`src/rtl/nsub_pkg.sv`:
```
package nsub_pkg;

   // Row numbering of the emulated compute store. Rows 0..2 are live views.
   typedef enum logic [3:0] {
      ROW_C  = 4'd0,
      ROW_NA = 4'd1,
      ROW_B  = 4'd2,
      ROW_N0 = 4'd3,
      ROW_N1 = 4'd4,
      ROW_N2 = 4'd5,
      ROW_T  = 4'd6,
      ROW_N3 = 4'd7,
      ROW_CN = 4'd8,
      ROW_N5 = 4'd9,
      ROW_N6 = 4'd10,
      ROW_S  = 4'd11
   } row_e;

   localparam int unsigned NUM_ROWS      = 16;
   localparam int unsigned UOPS_PER_BIT  = 9;
   localparam int unsigned STEP_W        = $clog2(UOPS_PER_BIT);

   typedef struct packed {
      row_e src_a;
      row_e src_b;
      row_e dst;
   } uop_t;

   // Fixed per-bit micro-program: XNOR (0..3), carry (4..5), sum (6..8)
   function automatic uop_t uop_at(input logic [STEP_W-1:0] k);
      uop_t u;
      case (k)
         4'd0:    u = '{ROW_C,  ROW_NA, ROW_N0};
         4'd1:    u = '{ROW_N0, ROW_C,  ROW_N1};
         4'd2:    u = '{ROW_N0, ROW_NA, ROW_N2};
         4'd3:    u = '{ROW_N1, ROW_N2, ROW_T };
         4'd4:    u = '{ROW_T,  ROW_B,  ROW_N3};
         4'd5:    u = '{ROW_N3, ROW_N0, ROW_CN};
         4'd6:    u = '{ROW_T,  ROW_N3, ROW_N5};
         4'd7:    u = '{ROW_B,  ROW_N3, ROW_N6};
         default: u = '{ROW_N5, ROW_N6, ROW_S };
      endcase
      return u;
   endfunction

endpackage

```
`src/rtl/nsub_nor2.sv`:
```
module nsub_nor2 (
   input  logic a,
   input  logic b,
   output logic y
);
   assign y = ~(a | b);
endmodule

```
`src/rtl/nsub_nor_array.sv`:
```
module nsub_nor_array
   import nsub_pkg::*;
(
   input  logic              clk,
   input  logic              rst_n,
   input  logic              exec,
   input  logic [STEP_W-1:0] step,
   input  logic              c_bit,
   input  logic              na_bit,
   input  logic              b_bit,
   output logic              nor_bit,
   output logic              cn_bit
);

   uop_t                op;
   logic [NUM_ROWS-1:0] rows_q;
   logic [NUM_ROWS-1:0] view;

   assign op = uop_at(step);

   always_comb begin
      view         = rows_q;
      view[ROW_C]  = c_bit;
      view[ROW_NA] = na_bit;
      view[ROW_B]  = b_bit;
   end

   nsub_nor2 u_gate (
      .a (view[op.src_a]),
      .b (view[op.src_b]),
      .y (nor_bit)
   );

   always_ff @(posedge clk) begin
      if (!rst_n)    rows_q <= '0;
      else if (exec) rows_q[op.dst] <= nor_bit;
   end

   assign cn_bit = rows_q[ROW_CN];


   xnor_step_chk: assert property (@(posedge clk) disable iff (!rst_n)
      (exec && step == STEP_W'(3)) |-> (nor_bit == ~(c_bit ^ na_bit)));


   carry_row_chk: assert property (@(posedge clk) disable iff (!rst_n)
      (exec && step == STEP_W'(6)) |->
      (cn_bit == ((c_bit & na_bit) | (b_bit & (c_bit ^ na_bit)))));


   sum_step_chk: assert property (@(posedge clk) disable iff (!rst_n)
      (exec && step == STEP_W'(8)) |-> (nor_bit == (c_bit ^ na_bit ^ b_bit)));

endmodule

```
`src/rtl/nsub_operand.sv`:
```
module nsub_operand #(
   parameter int unsigned W      = 16,
   parameter int unsigned ACCESS = 0,
   localparam int unsigned IDX_W = $clog2(W)
) (
   input  logic         clk,
   input  logic         rst_n,
   input  logic         load,
   input  logic [W-1:0] c_in,
   input  logic [W-1:0] na_in,
   input  logic         advance,
   input  logic         sum_bit,
   output logic         c_bit,
   output logic         na_bit,
   output logic         last_bit,
   output logic [W-1:0] acc_nxt
);

   logic [IDX_W-1:0] bit_q;

   always_ff @(posedge clk) begin
      if (!rst_n)       bit_q <= '0;
      else if (load)    bit_q <= '0;
      else if (advance) bit_q <= bit_q + IDX_W'(1);
   end

   assign last_bit = (bit_q == IDX_W'(W - 1));

   if (ACCESS == 0) begin : g_shift
      logic [W-1:0] c_q, na_q, acc_q;
      always_ff @(posedge clk) begin
         if (!rst_n) begin
            c_q <= '0; na_q <= '0; acc_q <= '0;
         end else if (load) begin
            c_q <= c_in; na_q <= na_in; acc_q <= '0;
         end else if (advance) begin
            c_q   <= c_q  >> 1;
            na_q  <= na_q >> 1;
            acc_q <= acc_nxt;
         end
      end
      assign c_bit   = c_q[0];
      assign na_bit  = na_q[0];
      assign acc_nxt = {sum_bit, acc_q[W-1:1]};
   end else begin : g_index
      logic [W-1:0] c_q, na_q, acc_q;
      always_ff @(posedge clk) begin
         if (!rst_n) begin
            c_q <= '0; na_q <= '0; acc_q <= '0;
         end else if (load) begin
            c_q <= c_in; na_q <= na_in; acc_q <= '0;
         end else if (advance) begin
            acc_q <= acc_nxt;
         end
      end
      assign c_bit  = c_q[bit_q];
      assign na_bit = na_q[bit_q];
      always_comb begin
         acc_nxt        = acc_q;
         acc_nxt[bit_q] = sum_bit;
      end
   end

endmodule

```
`src/rtl/nor_serial_sub.sv`:
```
module nor_serial_sub
   import nsub_pkg::*;
#(
   parameter int unsigned W      = 16,
   parameter int unsigned ACCESS = 0
) (
   input  logic         clk,
   input  logic         rst_n,
   input  logic         start,
   input  logic [W-1:0] c_in,
   input  logic [W-1:0] na_in,
   output logic [W-1:0] diff_out,
   output logic         done_out
);

   if (W < 2) begin : g_bad_width
      $error("nor_serial_sub: W must be at least 2");
   end
   if (ACCESS > 1) begin : g_bad_access
      $error("nor_serial_sub: ACCESS must be 0 or 1");
   end

   localparam logic [STEP_W-1:0] LAST_UOP = STEP_W'(UOPS_PER_BIT - 1);

   logic              busy_q, done_q, carry_q;
   logic [STEP_W-1:0] step_q;
   logic [W-1:0]      diff_q, acc_nxt;
   logic              load, last_uop, advance, finish;
   logic              c_bit, na_bit, last_bit, nor_bit, cn_bit;

   assign load     = start && !busy_q;
   assign last_uop = (step_q == LAST_UOP);
   assign advance  = busy_q && last_uop;
   assign finish   = advance && last_bit;

   nsub_operand #(.W(W), .ACCESS(ACCESS)) u_opnd (
      .clk      (clk),
      .rst_n    (rst_n),
      .load     (load),
      .c_in     (c_in),
      .na_in    (na_in),
      .advance  (advance),
      .sum_bit  (nor_bit),
      .c_bit    (c_bit),
      .na_bit   (na_bit),
      .last_bit (last_bit),
      .acc_nxt  (acc_nxt)
   );

   nsub_nor_array u_arr (
      .clk     (clk),
      .rst_n   (rst_n),
      .exec    (busy_q),
      .step    (step_q),
      .c_bit   (c_bit),
      .na_bit  (na_bit),
      .b_bit   (carry_q),
      .nor_bit (nor_bit),
      .cn_bit  (cn_bit)
   );

   always_ff @(posedge clk) begin
      if (!rst_n) begin
         busy_q  <= 1'b0;
         done_q  <= 1'b0;
         carry_q <= 1'b0;
         step_q  <= '0;
         diff_q  <= '0;
      end else begin
         done_q <= 1'b0;
         if (load) begin
            busy_q  <= 1'b1;
            carry_q <= 1'b0;
            step_q  <= '0;
         end else if (busy_q) begin
            if (last_uop) begin
               step_q  <= '0;
               carry_q <= cn_bit;
               if (last_bit) begin
                  busy_q <= 1'b0;
                  done_q <= 1'b1;
                  diff_q <= acc_nxt;
               end
            end else begin
               step_q <= step_q + STEP_W'(1);
            end
         end
      end
   end

   assign diff_out = diff_q;
   assign done_out = done_q;


   done_pulse_chk: assert property (@(posedge clk) disable iff (!rst_n)
      done_q |=> !done_q);


   carry_init_chk: assert property (@(posedge clk) disable iff (!rst_n)
      $rose(busy_q) |-> (!carry_q && step_q == '0));


   step_walk_chk: assert property (@(posedge clk) disable iff (!rst_n)
      (busy_q && !last_uop) |=> (busy_q && step_q == STEP_W'($past(step_q) + STEP_W'(1))));


   diff_hold_chk: assert property (@(posedge clk) disable iff (!rst_n)
      (busy_q && !finish) |=> $stable(diff_q));


   idle_step_chk: assert property (@(posedge clk) disable iff (!rst_n)
      !busy_q |-> (step_q == '0));

endmodule

```
`config.mk`:
```
export PLATFORM = sky130hd
export DESIGN_NAME = nor_serial_sub
export DESIGN_NICKNAME = d
export VERILOG_FILES = /design/src/rtl/nsub_pkg.sv /design/src/rtl/nsub_nor2.sv /design/src/rtl/nsub_nor_array.sv /design/src/rtl/nsub_operand.sv /design/src/rtl/nor_serial_sub.sv
export SDC_FILE = /design/constraint.sdc
export NUM_CORES = 1
export LEC_CHECK = 0
export ABC_CLOCK_PERIOD_IN_PS = 3100
export BUFFER_PORTS_ARGS = -buffer_cell sky130_fd_sc_hd__clkbuf_2
export CAP_MARGIN = 20
export CORE_ASPECT_RATIO = 2
export CORE_MARGIN = 8
export CORE_UTILIZATION = 36
export CTS_CLUSTER_SIZE = 14
export DETAILED_ROUTE_END_ITERATION = 12
export GPL_TIMING_DRIVEN = 1
export PLACE_DENSITY = 0.51
export REMOVE_ABC_BUFFERS = 1
export SETUP_SLACK_MARGIN = 0.2
export SYNTH_ARGS = -nofsm -noshare
export SYNTH_HDL_FRONTEND = slang
export SYNTH_HIERARCHICAL = 1
export SYNTH_SLANG_ARGS = --single-unit
```
`constraint.sdc`:
```
create_clock -name clk -period 3.1 [get_ports clk]
set_input_delay 0.775 -clock clk [delete_from_list [all_inputs] [get_ports clk]]
set_output_delay 0.775 -clock clk [all_outputs]
set_load 0.02 [all_outputs]
```
==> results of run 1 <==
-- routing by layer --
layer | up-vias | GRT usage [%] | wire [um]
met4 | 0 | 6.86 | 189
met1 | 1312 | 11.7 | 3270
met3 | 11 | 2.31 | 214
li1 | 1423 | - | -
met5 | - | 0 | 0
met2 | 37 | 21.0 | 4420
-- cell families (layout without fill, tap and decap cells) --
group,after synthesis,count (layout)
simple gates,136,136
flops,82,82
mux,75,75
compound gates,49,49
buf+inv,37,77
fa+ha+maj,8,8
xor+xnor,4,4
-- cell usage after synthesis, drive strengths merged, types with 3 or more instances --
cell,n,area (um2)
a21boi,4,41.3
ha,8,100
dfxtp,82,1640
o211a,30,300
mux2i,43,430
mux2,31,349
or3b,3,26.3
buf,19,171
nand2,41,154
and3,3,18.8
nand2b,34,213
a21oi,6,30.0
inv,6,22.5
nor2b,9,58.8
nor2,24,90.1
nor3b,5,57.6
o21ai,4,20.0
nand3b,3,22.5
clkbuf,12,46.3
-- stage by stage --
| step | utilization [%] | hold WS, ps | cell area [um2] |
|---|---|---|---|
| 3_5_place_dp | 39.3 | 450 | 4270 |
| 5_1_grt | 42.1 | 486 | 4580 |
| 4_1_cts | 42.1 | 463 | 4580 |
| 2_1_floorplan | - | 437 | 3800 |
| 3_3_place_gp | 39.3 | 446 | 4270 |
| 6_report | 42.1 | 458 | 4580 |
-- final cells by class --
| class | instances | area share (%) |
|---|---|---|
| clock inverter | 2 | 0.766 |
| inverter | 6 | 0.492 |
| timing repair buffer | 56 | 6.40 |
| multi-input combinational | 272 | 46.7 |
| sequential | 82 | 35.9 |
| tap | 140 | 3.83 |
| clock buffer | 13 | 5.91 |
-- placed cells by master, fill, tap and decap left out, types with 2 or more instances in the layout --
cell,synthesis,routed
inv_1,6,5
xor2_1,2,2
a21oi_1,6,6
nor3_1,2,2
nand3b_1,3,3
o21ai_1,3,3
a21boi_1,3,3
clkbuf_16,0,9
nor4b_2,2,2
buf_4,7,5
nor2_1,24,24
mux2i_1,43,43
clkbuf_8,0,3
nand3_1,2,2
nor3b_2,4,4
nand2_1,41,41
mux2_2,27,27
nand4_1,2,2
dfxtp_1,82,82
or3b_1,2,2
nor2b_1,8,8
mux2_1,4,4
clkbuf_2,1,51
o211a_1,30,30
and4bb_1,2,2
nand2b_1,34,34
ha_1,8,8
xnor2_1,2,2
and3_1,3,3
-- flip-flops by register name, summed over array words and instances (netlist names) --
name and cells:
u_opnd/bit_q 4, done_out 1, u_arr/rows_q 8, diff_out 16, busy_q 1, step_q 4
u_opnd/g_shift.c_q 16, u_opnd/g_shift.acc_q 15, carry_q 1, u_opnd/g_shift.na_q 16
-- where the power goes --
part	internal (W)	switching [W]	leakage [nW]
sequential	0.00109	0.0000213	0.668
combinational	0.000100	0.0000945	1.20
clock	0.000684	0.000395	0.152
total	0.00188	0.000511	2.02
-- worst max-delay path, stage by stage (launching register included) --
cell and delay, ps:
dfxtp_1 580, inv_1 120, ha_1 400, mux2_1 320
a21oi_1 140, o21ai_1 80, o311a_1 130, nor2_1 470
mux2i_1 170, nor2b_1 140
-- final timing paths --
path | start | endpoint | cells after the start
hold reg to reg | diff_out[3] | diff_out[3] | 2
setup / recovery | step_q[0] | u_arr/rows_q[4] | 9
setup reg to reg | step_q[0] | u_arr/rows_q[4] | 9
hold / removal | diff_out[3] | diff_out[3] | 2
==> results.cfg, run 1 <==
[finish]
fin_nets = 470
final-seq-area_mm2 = 0.00164
drive_above_1_share_pct = 25.8
multiInputGateArea_mm2 = 0.00214
diodes = 0
fill_cells = 1092
final-instance-count-excl-fill = 571
area_growth_pct = 13.8

[yosys]
synth_seq_cells = 82
synth_cell_types = 46
ys_async_sr_fraction_pct = 0
yosysWarnings = 6
synthFlopType = dfxtp_1
syn_inst = 391
syn-cell-area_mm2 = 0.00402
synth_top_family_by_area = multiplexers
synth_edf_count = 0
synthMuxAreaShare_pct = 20.0
synth_compound_area_share_pct = 10.8
synth-simple-area-share_pct = 19.1
synth_xor_area_share_pct = 0.871
synth.avg_cell_area_um2 = 10.3
synth_fa_ha_area_share_pct = 2.49
seq_area_frac_synth_pct = 40.8

[clocking]
cts_setup_buffers = 0
numCtsBuffers = 9
cts_buffer_depth = 2
clkTransAtPathRegs_ps = 60
cts_tree = done
clockRootBuffer = clkbuf_16
clkLatencyLatePin_ps = 330
cts_max_level = 3
cts.sink_count = 82
cts_resized = 0
hold_buffers = 0

[sta]
period_needed_ps = 2600
slew_headroom_pct = 40.4
setup_slack_ps = 498
worst_pin_slew_ps = 895
hold_viol = 0
period_share_pct = 83.9
rsz0062_at_grt = no
fmax_mhz = 384
clock_skew_ps = 3.43
drv_slew = 0
finalSetupViolations = 0
setup_tns_ps = 0

[worst_setup_path]
arrival_ps = 2860
criticalPathCategory = reg2reg
required_ps = 3360
path_max_fanout = 12
startpoint_type = register
rrSetupSlack_ps = 500
cp-end-kind = register

[placed_design]
preCtsSetupSlack_ps = 489
numPortBuffers = 51
dp_cells = 556
gp_congestion = 0.791
dpl.hpwl_mm = 5.68

[floorplan]
rows = 54
die_x_um = 90.7
die_h_um = 165
ios = 52
core-area_mm2 = 0.0109
die_area_mm2 = 0.0150
start_util_pct = 37.0

[drt]
drt_iter0_markers = 94
viasPerCell = 4.87
via_count = 2783
routed_wl_mm = 8.09
first_pass_iters = 5
ant_nets = 0
wire_per_inst_um = 14.2
route.detailed.drc = 0

[power_and_ir_drop]
power_density_mw_per_mm2 = 521
finalPower_w = 0.00239
peakVddDrop_uv = 356
leakage_nw = 2.02

[global_routing]
grt_pass1_wl_mm = 13.7
grt_usage_pct = 11.4
antenna_found_initial = 0
grt_pass1_vias = 2817
grt_max_degree = 56
gr-total-overflow = 0

[status]
outcome = finished clean

[min_path]
hold_class = reg2reg

[run]
maxCapViolCount = 0
(Power assumes the default switching activity.)
==> inputs of run 2 (changes only) <==
- ABC_CLOCK_PERIOD_IN_PS: 3100 -> 2250
- PLACE_DENSITY: 0.51 -> 0.53
- clock period: 3.1 -> 2.25 ns (I/O delays scaled with it)
==> results.cfg, run 2 (synthesized netlist as in run 1, its figures left out) <==
[sta]
setup_tns_ps = 0
period_needed_ps = 1990
worst_pin_slew_ps = 685
fmax_mhz = 501
hold_viol = 0
finalSetupViolations = 0
clock_skew_ps = 5.35
period_share_pct = 88.6
slew_headroom_pct = 54.4
rsz0062_at_grt = yes
drv_slew = 0

[power_and_ir_drop]
comb_power_share_pct = 9.7
seqPwrFrac_pct = 46.8
peakVddDrop_uv = 461
p_sw_w = 0.000727
p_int_w = 0.00255
leakage_nw = 2.06
clkPwrFrac_pct = 43.5
switching_share_pct = 22.2
power_density_mw_per_mm2 = 693

[worst_setup_path]
worst-r2r-cell-count = 10
cp_top_family = compound AO/OA/AOI/OAI gates
cp-end-kind = register
r2r-start = step_q[1]
startpoint_type = register
cpMaxStageDelayCell = o311a_1
r2r-end = u_arr/rows_q[3]
crit_path_frequent_cell = buf_6
crit_chain = buf_6, ha_4, or2b_1, a21oi_2, nor3_1, o311a_1, nor2_4, buf_6, nand3_2, a21boi_1
criticalPathCategory = reg2reg
crit_buf_inv = 2
cpPeakStageDelay_ps = 380
path_max_fanout = 5
required_ps = 2510
arrival_ps = 2250
rrSetupSlack_ps = 260

[finish]
area_growth_pct = 17.6
stdcell_area_mm2 = 0.00473
fill_cells = 1069
layout_commonest_cell = dfxtp_1
diodes = 0
fin_nets = 478
most-common-layout-cells = 80 x dfxtp_1, 51 x clkbuf_2, 43 x mux2i_1
drive_above_1_share_pct = 29.2

[min_path]
hp-start = diff_out[4]
hold_path_depth = 2
hold_path_end = diff_out[4]
hold_class = reg2reg

[clocking]
cts_max_level = 3
cts.sink_count = 82
clkLatencyLatePin_ps = 330
cts_tree = done
clockRootBuffer = clkbuf_16
numCtsBuffers = 9
cts_buffer_depth = 2
clkTransAtPathRegs_ps = 60
cts_setup_buffers = 0
hold_buffers = 0

[floorplan]
core-area_mm2 = 0.0109
die_x_um = 90.7
die_h_um = 165
start_util_pct = 37.0
rows = 54
ios = 52
die_area_mm2 = 0.0150

[drt]
viasPerCell = 4.93
ant_nets = 0
via_count = 2854
routed_wl_mm = 8.70
drt_iter0_markers = 122
route.detailed.drc = 0
wire_per_inst_um = 15.0
first_pass_iters = 4

[global_routing]
use_met3_pct = 2.63
grt_pass1_wl_mm = 14.1
busiest_layer = met2
grt_use_met2_pct = 21.7
grt_max_degree = 64
grt_pass1_vias = 2846
antenna_found_initial = 0
gr-total-overflow = 0
grt_util_met1_pct = 12.2
grt_usage_pct = 11.8

[placed_design]
place_area_mm2 = 0.00433
dpl.hpwl_mm = 5.75
gp_congestion = 0.792
numPortBuffers = 51

[run]
maxCapViolCount = 0

[status]
outcome = finished clean
## run 2: per-stage QoR
stage	setup WS, ps	utilization (%)	hold slack, ps	instances	power [W]
final	255	43.5	459	579	0.00328
after global routing	154	43.5	478	579	0.00343
after CTS	192	43.1	459	578	0.00332
after detailed placement	96.7	39.8	449	561	0.00185
after global placement	148	39.8	444	561	0.00185
after floorplan	-64.2	-	437	360	0.00174
## run 2: how the worst max path moves through the flow
stage,startpoint,to,depth (start not counted)
after floorplan,start,u_opnd/bit_q[0],4
after global routing,step_q[1],u_arr/rows_q[3],9
after CTS,step_q[1],u_arr/rows_q[3],10
after global placement,step_q[0],u_arr/rows_q[3],10
after detailed placement,step_q[0],u_arr/rows_q[3],10
final,step_q[1],u_arr/rows_q[3],10
## run 2: power groups by stage
stage | registers, W | clock network (W) | logic (W)
5_1_grt | 0.00154 | 0.00154 | 0.000351
3_3_place_gp | 0.00156 | 0 | 0.000285
2_1_floorplan | 0.00156 | 0 | 0.000181
3_5_place_dp | 0.00156 | 0 | 0.000290
6_report | 0.00153 | 0.00143 | 0.000317
4_1_cts | 0.00153 | 0.00147 | 0.000316
## run 2: repair_timing
item,CTS,global route
pin swaps,3,6
endpoints found under the setup margin,24,14
endpoints found under the hold margin,0,0
gates cloned,2,1
gates resized for setup,16,6
## run 2: layout make-up
cell class,instances,area (um2),area share (%)
clock buffers,12,246,5.21
clock inverters,3,40.0,0.847
inverters,6,25.0,0.529
multi-input cells,274,2220,46.9
flip-flops and latches,82,1650,34.9
well taps,140,175,3.71
repair buffers,62,374,7.91
## run 2: tightest hold or removal path: stages (launching register included)
cell     delay (ps)
dfxtp_1         310
nand2_1          50
mux2i_1          50
## run 2: metal layers
| metal | vias up | share of wire, % |
|---|---|---|
| met5 | - | 0 |
| met2 | 35 | 54 |
| met3 | 11 | 2.5 |
| met1 | 1358 | 42 |
| li1 | 1450 | - |
| met4 | 0 | 1.8 |
==> inputs of run 3 (changes only) <==
- CTS_BUF_LIST: unset -> sky130_fd_sc_hd__clkbuf_8
==> results.cfg, run 3 (synthesized netlist as in run 1, its figures left out) <==
[finish]
diodes = 0
fill_cells = 1082
fin_nets = 478
most-common-layout-cells = 80 x dfxtp_1, 51 x clkbuf_2, 43 x mux2i_1
drive_above_1_share_pct = 29.2
area_growth_pct = 15.1
layout_commonest_cell = dfxtp_1
fin_util_pct = 42.5

[power_and_ir_drop]
switching_share_pct = 23.5
power_density_mw_per_mm2 = 620
comb_power_share_pct = 11.0
p_int_w = 0.00219
finalPower_w = 0.00287
p_sw_w = 0.000674
leakage_nw = 2.03
clkPwrFrac_pct = 35.6
seqPwrFrac_pct = 53.4
peakVddDrop_uv = 445

[clocking]
hold_buffers = 0
numCtsBuffers = 9
cts_setup_buffers = 0
cts.sink_count = 82
cts_max_level = 3
clockRootBuffer = clkbuf_8
clkTransAtPathRegs_ps = 80
cts_tree = done
clkLatencyLatePin_ps = 340
cts_buffer_depth = 2

[worst_setup_path]
path_max_fanout = 5
criticalPathCategory = reg2reg
arrival_ps = 2270
startpoint_type = register
cp-end-kind = register
rrSetupSlack_ps = 260
required_ps = 2520

[floorplan]
die_area_mm2 = 0.0150
rows = 54
ios = 52
die_x_um = 90.7
core-area_mm2 = 0.0109
start_util_pct = 37.0
die_h_um = 165

[drt]
route.detailed.drc = 0
first_pass_iters = 4
wire_per_inst_um = 14.9
viasPerCell = 4.92
via_count = 2848
ant_nets = 0
drt_iter0_markers = 123
routed_wl_mm = 8.62

[global_routing]
grt_pass1_wl_mm = 13.9
grt_util_met1_pct = 12.3
gr-total-overflow = 0
antenna_found_initial = 0
use_met3_pct = 2.63
grt_pass1_vias = 2839
grt_use_met2_pct = 21.2
grt_max_degree = 64
grt_usage_pct = 11.6
busiest_layer = met2

[run]
maxCapViolCount = 0

[sta]
setup_slack_ps = 255
period_needed_ps = 1990
worst_pin_slew_ps = 682
hold_slack_ps = 455
period_share_pct = 88.7
clock_skew_ps = 8.03
fmax_mhz = 501
slew_headroom_pct = 54.6
rsz0062_at_grt = yes
finalSetupViolations = 0
drv_slew = 0
hold_viol = 0

[placed_design]
preCtsSetupSlack_ps = 96.7
gp_congestion = 0.792
dpl.hpwl_mm = 5.75
numPortBuffers = 51

[min_path]
hold_class = in2reg

[status]
outcome = finished clean
==> run 3: layer usage <==
layer,wire length [um],part of all wire (%)
met4,138,1.6
met1,3600,42
met3,259,3.0
met5,0,0
met2,4630,54
==> run 3: cell type report <==
class                   count  area (um2)  share of cell area (%)
flip-flops and latches     82        1650                    35.7
well taps                 140         175                    3.79
inverters                   6        25.0                   0.541
repair buffers             62         374                    8.09
clock buffers              10         138                    2.98
clock inverters             5        47.5                    1.03
multi-input cells         274        2220                    47.9
==> run 3: stage by stage <==
stage / cell area [um2] / instances / TNS [ps]
6_report: 4630 / 579 / 0
5_1_grt: 4630 / 579 / 0
4_1_cts: 4590 / 578 / 0
3_5_place_dp: 4330 / 561 / 0
3_3_place_gp: 4330 / 561 / 0
2_1_floorplan: 3800 / 360 / -1140
==> run 3: path summary, 6_finish.rpt <==
path / start / end / cells past startpoint
hold reg to reg: diff_out[4] / diff_out[4] / 2
setup / recovery: step_q[1] / u_arr/rows_q[3] / 10
setup reg to reg: step_q[1] / u_arr/rows_q[3] / 10
hold / removal: c_in[15] / u_opnd/g_shift.c_q[15] / 3
==> run 3: what timing repair did <==
item / 4_1_cts / 5_1_grt
setup endpoints to repair: 24 / 11
pin swaps: 3 / 6
cloned: 2 / 1
gates resized for setup: 16 / 6
==> run 3: critical path: stages (launching register included) <==
cell	delay [ps]
dfxtp_4	370
buf_6	140
ha_4	160
or2b_1	230
a21oi_2	120
nor3_1	60
o311a_1	380
nor2_4	130
buf_6	140
nand3_2	60
a21boi_1	140
==> run 3: power by group through the flow <==
stage,combinational (W),sequential [W],clock (W)
after floorplan,0.000181,0.00156,0
after global placement,0.000285,0.00156,0
after detailed placement,0.000290,0.00156,0
after CTS,0.000316,0.00153,0.00107
after global routing,0.000350,0.00154,0.00114
final,0.000316,0.00153,0.00102
